**src/rtl/lsu_align_pkg.sv**
```systemverilog
package lsu_align_pkg;
  // Access codes shared by loads and stores (funct3)
  localparam logic [2:0] ACC_B  = 3'b000;
  localparam logic [2:0] ACC_H  = 3'b001;
  localparam logic [2:0] ACC_W  = 3'b010;
  localparam logic [2:0] ACC_BU = 3'b100;
  localparam logic [2:0] ACC_HU = 3'b101;

  // Number of bytes touched by an access of size code sz (0,1,2)
  function automatic int acc_bytes(input logic [1:0] sz);
    return 1 << sz;
  endfunction

  // First lane of an access: lane index aligned down to its size
  function automatic int first_lane(input int lane, input int nbytes);
    return lane & ~(nbytes - 1);
  endfunction
endpackage

```
**src/rtl/lsu_agen.sv**
```systemverilog
module lsu_agen #(
  parameter int ADDR_W = 32,
  parameter int OFFS_W = 12,
  parameter int LIDX_W = 2
) (
  input  logic [ADDR_W-1:0]        base_val,
  input  logic [OFFS_W-1:0]        disp,
  output logic [ADDR_W-LIDX_W-1:0] word_addr,
  output logic [LIDX_W-1:0]        lane_idx
);
  logic [ADDR_W-1:0] eff_addr;

  always_comb begin
    eff_addr  = base_val + {{(ADDR_W-OFFS_W){disp[OFFS_W-1]}}, disp};
    word_addr = eff_addr[ADDR_W-1:LIDX_W];
    lane_idx  = eff_addr[LIDX_W-1:0];
  end
endmodule

```
**src/rtl/lsu_store_steer.sv**
```systemverilog
module lsu_store_steer
  import lsu_align_pkg::*;
#(
  parameter int DATA_W = 32,
  parameter int LANES  = DATA_W / 8,
  parameter int LIDX_W = $clog2(LANES)
) (
  input  logic              store_en,
  input  logic [2:0]        acc_code,
  input  logic [LIDX_W-1:0] lane_idx,
  input  logic [DATA_W-1:0] src_val,
  output logic [LANES-1:0]  wstrb,
  output logic [DATA_W-1:0] wdata,
  output logic              st_legal
);
  int nbytes;
  int lane0;

  always_comb begin
    st_legal = store_en && (acc_code == ACC_B || acc_code == ACC_H || acc_code == ACC_W);
    nbytes   = acc_bytes(acc_code[1:0]);
    lane0    = first_lane(int'(lane_idx), nbytes);
  end

  for (genvar i = 0; i < LANES; i++) begin : g_lane
    always_comb begin
      wstrb[i]         = st_legal && (i >= lane0) && (i < lane0 + nbytes);
      wdata[8*i +: 8]  = src_val[8*(i & (nbytes - 1)) +: 8];
    end
  end
endmodule

```
**src/rtl/lsu_load_extract.sv**
```systemverilog
module lsu_load_extract
  import lsu_align_pkg::*;
#(
  parameter int DATA_W = 32,
  parameter int LANES  = DATA_W / 8,
  parameter int LIDX_W = $clog2(LANES)
) (
  input  logic [2:0]        acc_code,
  input  logic [LIDX_W-1:0] lane_idx,
  input  logic [DATA_W-1:0] rd_word,
  output logic [DATA_W-1:0] ld_value
);
  logic [DATA_W-1:0] shifted;
  logic              signed_ld;
  int                lane0;

  always_comb begin
    signed_ld = !acc_code[2];
    lane0     = first_lane(int'(lane_idx), acc_bytes(acc_code[1:0]));
    shifted   = rd_word >> (8 * lane0);
    unique case (acc_code[1:0])
      2'b00:   ld_value = {{(DATA_W-8){signed_ld & shifted[7]}}, shifted[7:0]};
      2'b01:   ld_value = {{(DATA_W-16){signed_ld & shifted[15]}}, shifted[15:0]};
      2'b10:   ld_value = signed_ld ? rd_word : '0;
      default: ld_value = '0;
    endcase
  end
endmodule

```
**src/rtl/lsu_lane_align.sv**
```systemverilog
module lsu_lane_align
  import lsu_align_pkg::*;
#(
  parameter int DATA_W = 32,
  parameter int ADDR_W = 32,
  parameter int OFFS_W = 12,
  localparam int LANES  = DATA_W / 8,
  localparam int LIDX_W = $clog2(LANES)
) (
  input  logic                     store_en,
  input  logic [2:0]               acc_code,
  input  logic [ADDR_W-1:0]        base_val,
  input  logic [OFFS_W-1:0]        disp,
  input  logic [DATA_W-1:0]        src_val,
  input  logic [DATA_W-1:0]        rd_word,
  output logic [ADDR_W-LIDX_W-1:0] mem_waddr,
  output logic [LANES-1:0]         mem_wstrb,
  output logic [DATA_W-1:0]        mem_wdata,
  output logic [DATA_W-1:0]        ld_value
);
  logic [LIDX_W-1:0] lane_idx;
  logic              st_legal;

  lsu_agen #(.ADDR_W(ADDR_W), .OFFS_W(OFFS_W), .LIDX_W(LIDX_W)) u_agen (
    .base_val (base_val),
    .disp     (disp),
    .word_addr(mem_waddr),
    .lane_idx (lane_idx)
  );

  lsu_store_steer #(.DATA_W(DATA_W), .LANES(LANES), .LIDX_W(LIDX_W)) u_store (
    .store_en(store_en),
    .acc_code(acc_code),
    .lane_idx(lane_idx),
    .src_val (src_val),
    .wstrb   (mem_wstrb),
    .wdata   (mem_wdata),
    .st_legal(st_legal)
  );

  lsu_load_extract #(.DATA_W(DATA_W), .LANES(LANES), .LIDX_W(LIDX_W)) u_load (
    .acc_code(acc_code),
    .lane_idx(lane_idx),
    .rd_word (rd_word),
    .ld_value(ld_value)
  );
endmodule

```
**config.mk**
```make
export PLATFORM = sky130hd
export DESIGN_NAME = lsu_lane_align
export DESIGN_NICKNAME = d
export VERILOG_FILES = /design/src/rtl/lsu_align_pkg.sv /design/src/rtl/lsu_agen.sv /design/src/rtl/lsu_store_steer.sv /design/src/rtl/lsu_load_extract.sv /design/src/rtl/lsu_lane_align.sv
export SDC_FILE = /design/constraint.sdc
export NUM_CORES = 1
export LEC_CHECK = 0
export BUFFER_PORTS_ARGS = -buffer_cell sky130_fd_sc_hd__buf_2
export CORE_AREA = 2 2 91 93
export DETAILED_ROUTE_END_ITERATION = 8
export DIE_AREA = 0 0 93 95
export PLACE_DENSITY = 0.75
export SLEW_MARGIN = 10
export SYNTH_ARGS = -nofsm -noshare
export SYNTH_HDL_FRONTEND = slang
export SYNTH_SLANG_ARGS = --single-unit
```
**constraint.sdc**
```tcl
create_clock -name vclk -period 3.7
set_input_delay 0.37 -clock vclk [all_inputs]
set_output_delay 0.37 -clock vclk [all_outputs]
set_load 0.005 [all_outputs]
```
# After elaboration in Yosys (flattened, before gate mapping)
# Cells that the tools add are included.
[totals] regBits=0 in_bits=112 wordCells=40
[op_classes] n_addsub=3 order_cmp=8 n_eq_ne=4 n_shift=5 mux=2 bitwise_logic=4 reduce_logical=14
[op_table] cell="$pmux W32 S3" count=1
[op_table] cell="$add A32 B32 Y32" count=2
[op_table] cell="$ge A3 B32 Y1 const A" count=2
[op_table] cell="$lt A3 B32 Y1 const A" count=2
[op_table] cell="$shiftx A32 B6 Y8" count=2
[op_table] cell="$and A3 B32 Y32" count=1
[op_table] cell="$ge A1 B32 Y1 const A" count=1
[op_table] cell="$ge A2 B32 Y1 const A" count=1
[op_table] cell="$lt A1 B32 Y1 const A" count=1
[op_table] cell="$lt A2 B32 Y1 const A" count=1
[op_table] cell="$mux W32" count=1
[op_table] cell="$not A32 Y32" count=1
[op_table] cell="$shiftx A32 B5 Y8" count=1
[op_table] cell="$shl A1 B2 Y32 const A" count=1
[op_table] cell="$shr A32 B32 Y16" count=1
[op_table] cell="$sub A32 B2 Y32 const B" count=1
[op_table] cell="$logic_and A1 B1 Y1" count=9
[op_table] cell="$eq A3 B1 Y1 const B" count=1
[op_table] cell="$eq A3 B2 Y1 const B" count=1
[op_table] cell="$logic_not A3 Y1" count=1
[op_table] cell="$and A1 B1 Y1" count=2
[op_table] cell="$eq A2 B1 Y1 const B" count=1
[op_table] cell="$eq A2 B2 Y1 const B" count=1
[op_table] cell="$logic_not A2 Y1" count=1
[op_table] cell="2 further kinds" count=3

# Depth between registers and ports, before layout
[depth] word_depth=7 mapped_depth=15

# Hierarchy
# A second synthesis with hierarchy kept.
[hier_totals] hier_cells=463 hier_area_um2=3367.0
[by_module_without_submodules] mod="lsu_agen" instances=1 cells_each=275 area_per_inst_um2=2045.7
[by_module_without_submodules] mod="lsu_load_extract" instances=1 cells_each=107 area_per_inst_um2=701.9
[by_module_without_submodules] mod="lsu_store_steer" instances=1 cells_each=81 area_per_inst_um2=619.3

# Least setup slack after synthesis
# Ideal clock, no wire load.
[synth_path] path_type="in2out" startpoint="input base_val[0]" endpoint="output mem_wstrb[0]" arrival_time_ns=3.010 slack_ns=0.320 stages=15 cell_sequence="ha_1 > inv_1 > fa_1 > clkbuf_1 > clkbuf_1 > nor2b_1 > nor3_1 > ha_1 > nor3b_1 > o21ai_0 > o21ai_0 > nor2_1 > a31oi_1 > o21ai_0 > a22o_1"
[synth_via] elab_chain_len=5 elab_cells_between_ends=7 cone_classes="add/sub (2); order compare (2); bitwise (1); reduce/logical (2)"
[synth_lines] item="from (decl)" line_no="lsu_lane_align.sv:12" text="input logic [ADDR_W-1:0] base_val,"
[synth_lines] item="$add A32 B32 Y32 (*)" line_no="lsu_agen.sv:14" text="eff_addr = base_val + {{(ADDR_W-OFFS_W){disp[OFFS_W-1]}}, disp};"
[synth_lines] item="$and A3 B32 Y32 (*)" line_no="lsu_align_pkg.sv:16" text="return lane & ~(nbytes - 1);"
[synth_lines] item="$add A32 B32 Y32 or $ge A1 B32 Y1 (tied branches)" line_no="lsu_store_steer.sv:27" text="wstrb[i] = st_legal && (i >= lane0) && (i < lane0 + nbytes);"
[synth_lines] item="$lt A1 B32 Y1 or $logic_and A1 B1 Y1 (tied branches)" line_no="lsu_store_steer.sv:27"
[synth_lines] item="$logic_and A1 B1 Y1 (*)" line_no="lsu_store_steer.sv:27"
[synth_lines] item="to (decl)" line_no="lsu_lane_align.sv:17" text="output logic [LANES-1:0] mem_wstrb,"
# Mark *: on every way between the ends. The rest lies on a longest branch, timed or not.

# Worst setup path after layout
# Ends and elaborated chain as after synthesis.

==> impl_metrics.py <==
metrics = {
    "timing": {
        "worst_slew_pin_slew_ns": 0.8969,
        "period_minus_slack_ns": 3.348,
        "slew_headroom_pct": 39.98,
        "fin_crit_sh_pct": 90.47,
        "fin_tns_setup_ns": 0,
        "maxSlewViolCount": 0,
        "rsz0062_at_grt": "false",
        "setup_viol": 0,
        "hold_violations": 0,
        "clock.fmax_mhz": 298.7,
    },
    "layout": {
        "synthToLayoutAreaGrowth_pct": 35.95,
        "fillers": 822,
        "drive_gt1_share_pct": 47.57,
        "regArea_um2": 0,
        "clock_buffer_count": 0,
        "seq_cell_count": 0,
        "utilization_pct": 49.42,
        "multi_input_area_mm2": 0.002643,
        "stdcell_area_mm2": 0.003918,
        "fin_nets": 702,
    },
    "clock_tree": {
        "cts_hold_buffers": 0,
        "postCtsSetupRepairBufs": 0,
        "cts.repair.resized": 0,
    },
    "setup_path": {
        "crit_required_ns": 3.33,
        "critPathCaptureType": "primary output",
        "critPathKind": "input pin to primary output",
        "cp_slowest_cell": "fa_1",
        "cp_num_buf_inv": 3,
        "crit_chain": "buf_2 -> ha_1 -> inv_1 -> fa_1 -> nor2b_1 -> nor3_1 -> ha_1 -> nor3_1 -> a21oi_1 -> o21ai_0 -> nor2_1 -> a31oi_1 -> o21ai_0 -> a22o_1 -> buf_2",
        "path_max_fanout": 7,
        "worstPathArrival_ns": 2.98,
        "critPathTopFamily": "adder cells",
        "cp_slowest_stage_delay_ns": 0.50,
        "path_depth": 15,
        "cp-start-kind": "input pin",
    },
    "logic_synthesis": {
        "yosysUniqueCellTypes": 66,
        "synthesis.nets": 519,
        "seq_area_frac_synth_pct": 0,
        "synth_warnings": 0,
        "synthCells": 374,
        "syn-cell-area_mm2": 0.002882,
        "synth_area_per_cell_um2": 7.705,
    },
    "placement": {
        "place_hpwl_um": 9004,
        "place_area_mm2": 0.003915,
        "io_buffers": 210,
        "place.gp.congestion": 0.9004,
    },
    "detailed_routing": {
        "dr.pass1.iters": 5,
        "drt_iter0_markers": 97,
        "wl_um": 10340,
        "vias_per_cell": 5.480,
        "vias": 3622,
        "antenna_left": 0,
        "wire_per_inst_um": 15.64,
        "drc": 0,
    },
    "hold_path": {
        "min_path_type": "input pin to primary output",
        "min_path_cells": 2,
        "min-delay-start": "src_val[5]",
        "hold_end": "mem_wdata[5]",
    },
    "global_route": {
        "grt_pass1_vias": 3356,
        "grt_pass1_wl_um": 16040,
        "grt_usage_pct": 22.03,
        "grt_antenna_before_repair": 1,
        "grt_max_degree": 26,
        "grt_overflow": 0,
    },
    "die": {
        "core-area_mm2": 0.007928,
        "die_w_um": 93,
        "rows": 33,
        "io_pins": 210,
        "die_h_um": 95,
        "dieArea_mm2": 0.008835,
        "start_util_pct": 36.35,
    },
    "power": {
        "powerDensity_mw_per_mm2": 179.8,
        "max-vdd-ir-drop_mv": 0.08159,
        "p_leak_uw": 0.002146,
    },
    "job": {
        "drv_cap": 0,
    },
    "status": {
        "outcome": "completed",
    },
}
worst max path at each step:
stage / start / endpoint / slack (ns)
after floorplan: base_val[0] / mem_wstrb[0] / 0.32
after global placement: base_val[0] / mem_wstrb[0] / 0.51
after detailed placement: base_val[0] / mem_wstrb[0] / 0.39
after CTS: base_val[0] / mem_wstrb[0] / 0.38
after global routing: base_val[0] / mem_wstrb[0] / 0.08
final: base_val[0] / mem_wstrb[0] / 0.35
final cells by class:
cell class | count | area share [%]
diodes | 1 | 0.06388
inverters | 18 | 1.725
multi-input cells | 324 | 67.45
well taps | 105 | 3.354
repair buffers | 213 | 27.40
synthesized netlist by cell type, drive strengths merged, types with 2 or more instances:
cell type  count  area [um^2]
mux4           7        157.7
a211o          3        35.04
nor2b         11        76.32
o21bai         2        15.01
mux2          26        292.8
a221o          9        90.09
buf           21        128.9
a21o          28        210.2
o21a           5        37.54
or4b           2        20.02
a41oi          3        33.79
nor3           5        25.02
nand2         28        105.1
a22o           8        70.07
inv           18        67.56
a21oi         33        176.4
a211oi         2        15.01
nand4          5        31.28
nor2          20        77.58
clkbuf        11        42.54
ha            32        400.4
xor2          12        105.1
nand3          3        15.01
a21boi         3        26.28
o31ai          4        53.80
o21ai         23        118.9
and2           3        18.77
xnor2         16        140.1
nand3b         2        15.01
a31oi          6        58.80
o211ai         7        57.55
layout by cell type (no fill, tap or decap), types with 2 or more instances in the layout:
master / count
buf_2: 210
ha_1: 32
a21oi_1: 30
a21o_1: 28
nand2_1: 28
mux2_2: 26
nor2_1: 19
o21ai_0: 19
inv_1: 17
xnor2_1: 16
xor2_1: 12
nor2b_1: 10
a221o_1: 9
a22o_1: 8
mux4_2: 7
o211ai_1: 6
nor3_1: 5
nand4_1: 5
o21a_1: 5
a31oi_1: 4
nand3_1: 3
a21oi_2: 3
o21ai_1: 3
buf_4: 3
and2_1: 2
or4b_1: 2
a41oi_1: 2
a211oi_1: 2
o21bai_1: 2
a211o_1: 2
o31ai_2: 2
nand3b_1: 2
metal layers:
layer | track usage [%] | vias to the layer above | share of wire (%)
li1 | - | 1780 | -
met1 | 26.85 | 1679 | 41
met2 | 42.03 | 151 | 51
met3 | 2.554 | 12 | 6.8
met4 | 3.554 | 0 | 1.4
met5 | 0 | - | 0
cells by family (layout without fill, tap and decap cells):
logic type	after synthesis	after routing	synth area share, %
XOR/XNOR	28	28	8.510
adder cells (fa/ha/maj)	33	33	14.59
buffers and inverters	50	231	8.293
other	0	1	0
multiplexers	34	34	15.98
AND/OR/NAND/NOR	82	82	14.03
AO/OA/AOI/OAI	147	147	38.60
report_power, final:
part / total, uW / internal, uW / leakage, uW / switching (uW)
Clock: 0.0000364 / 0.0000364 / 0.00000000634 / 0
Combinational: 705 / 349 / 0.00215 / 355
Sequential: 0 / 0 / 0 / 0
Total: 705 / 349 / 0.00215 / 355
per-stage QoR:
| stage | instances | setup slack [ns] | hold WS [ns] | power, uW |
|---|---|---|---|---|
| final | 661 | 0.3524 | 0.9359 | 704.6 |
| after global routing | 661 | 0.08005 | 0.9524 | 781.4 |
| after CTS | 660 | 0.3811 | 0.9378 | 706.4 |
| after detailed placement | 660 | 0.3926 | 0.9378 | 702.6 |
| after global placement | 660 | 0.5131 | 0.9350 | 691.2 |
| after floorplan | 374 | 0.3204 | 0.8208 | 442.0 |
No activity file was read; power rests on OpenSTA's default activity.
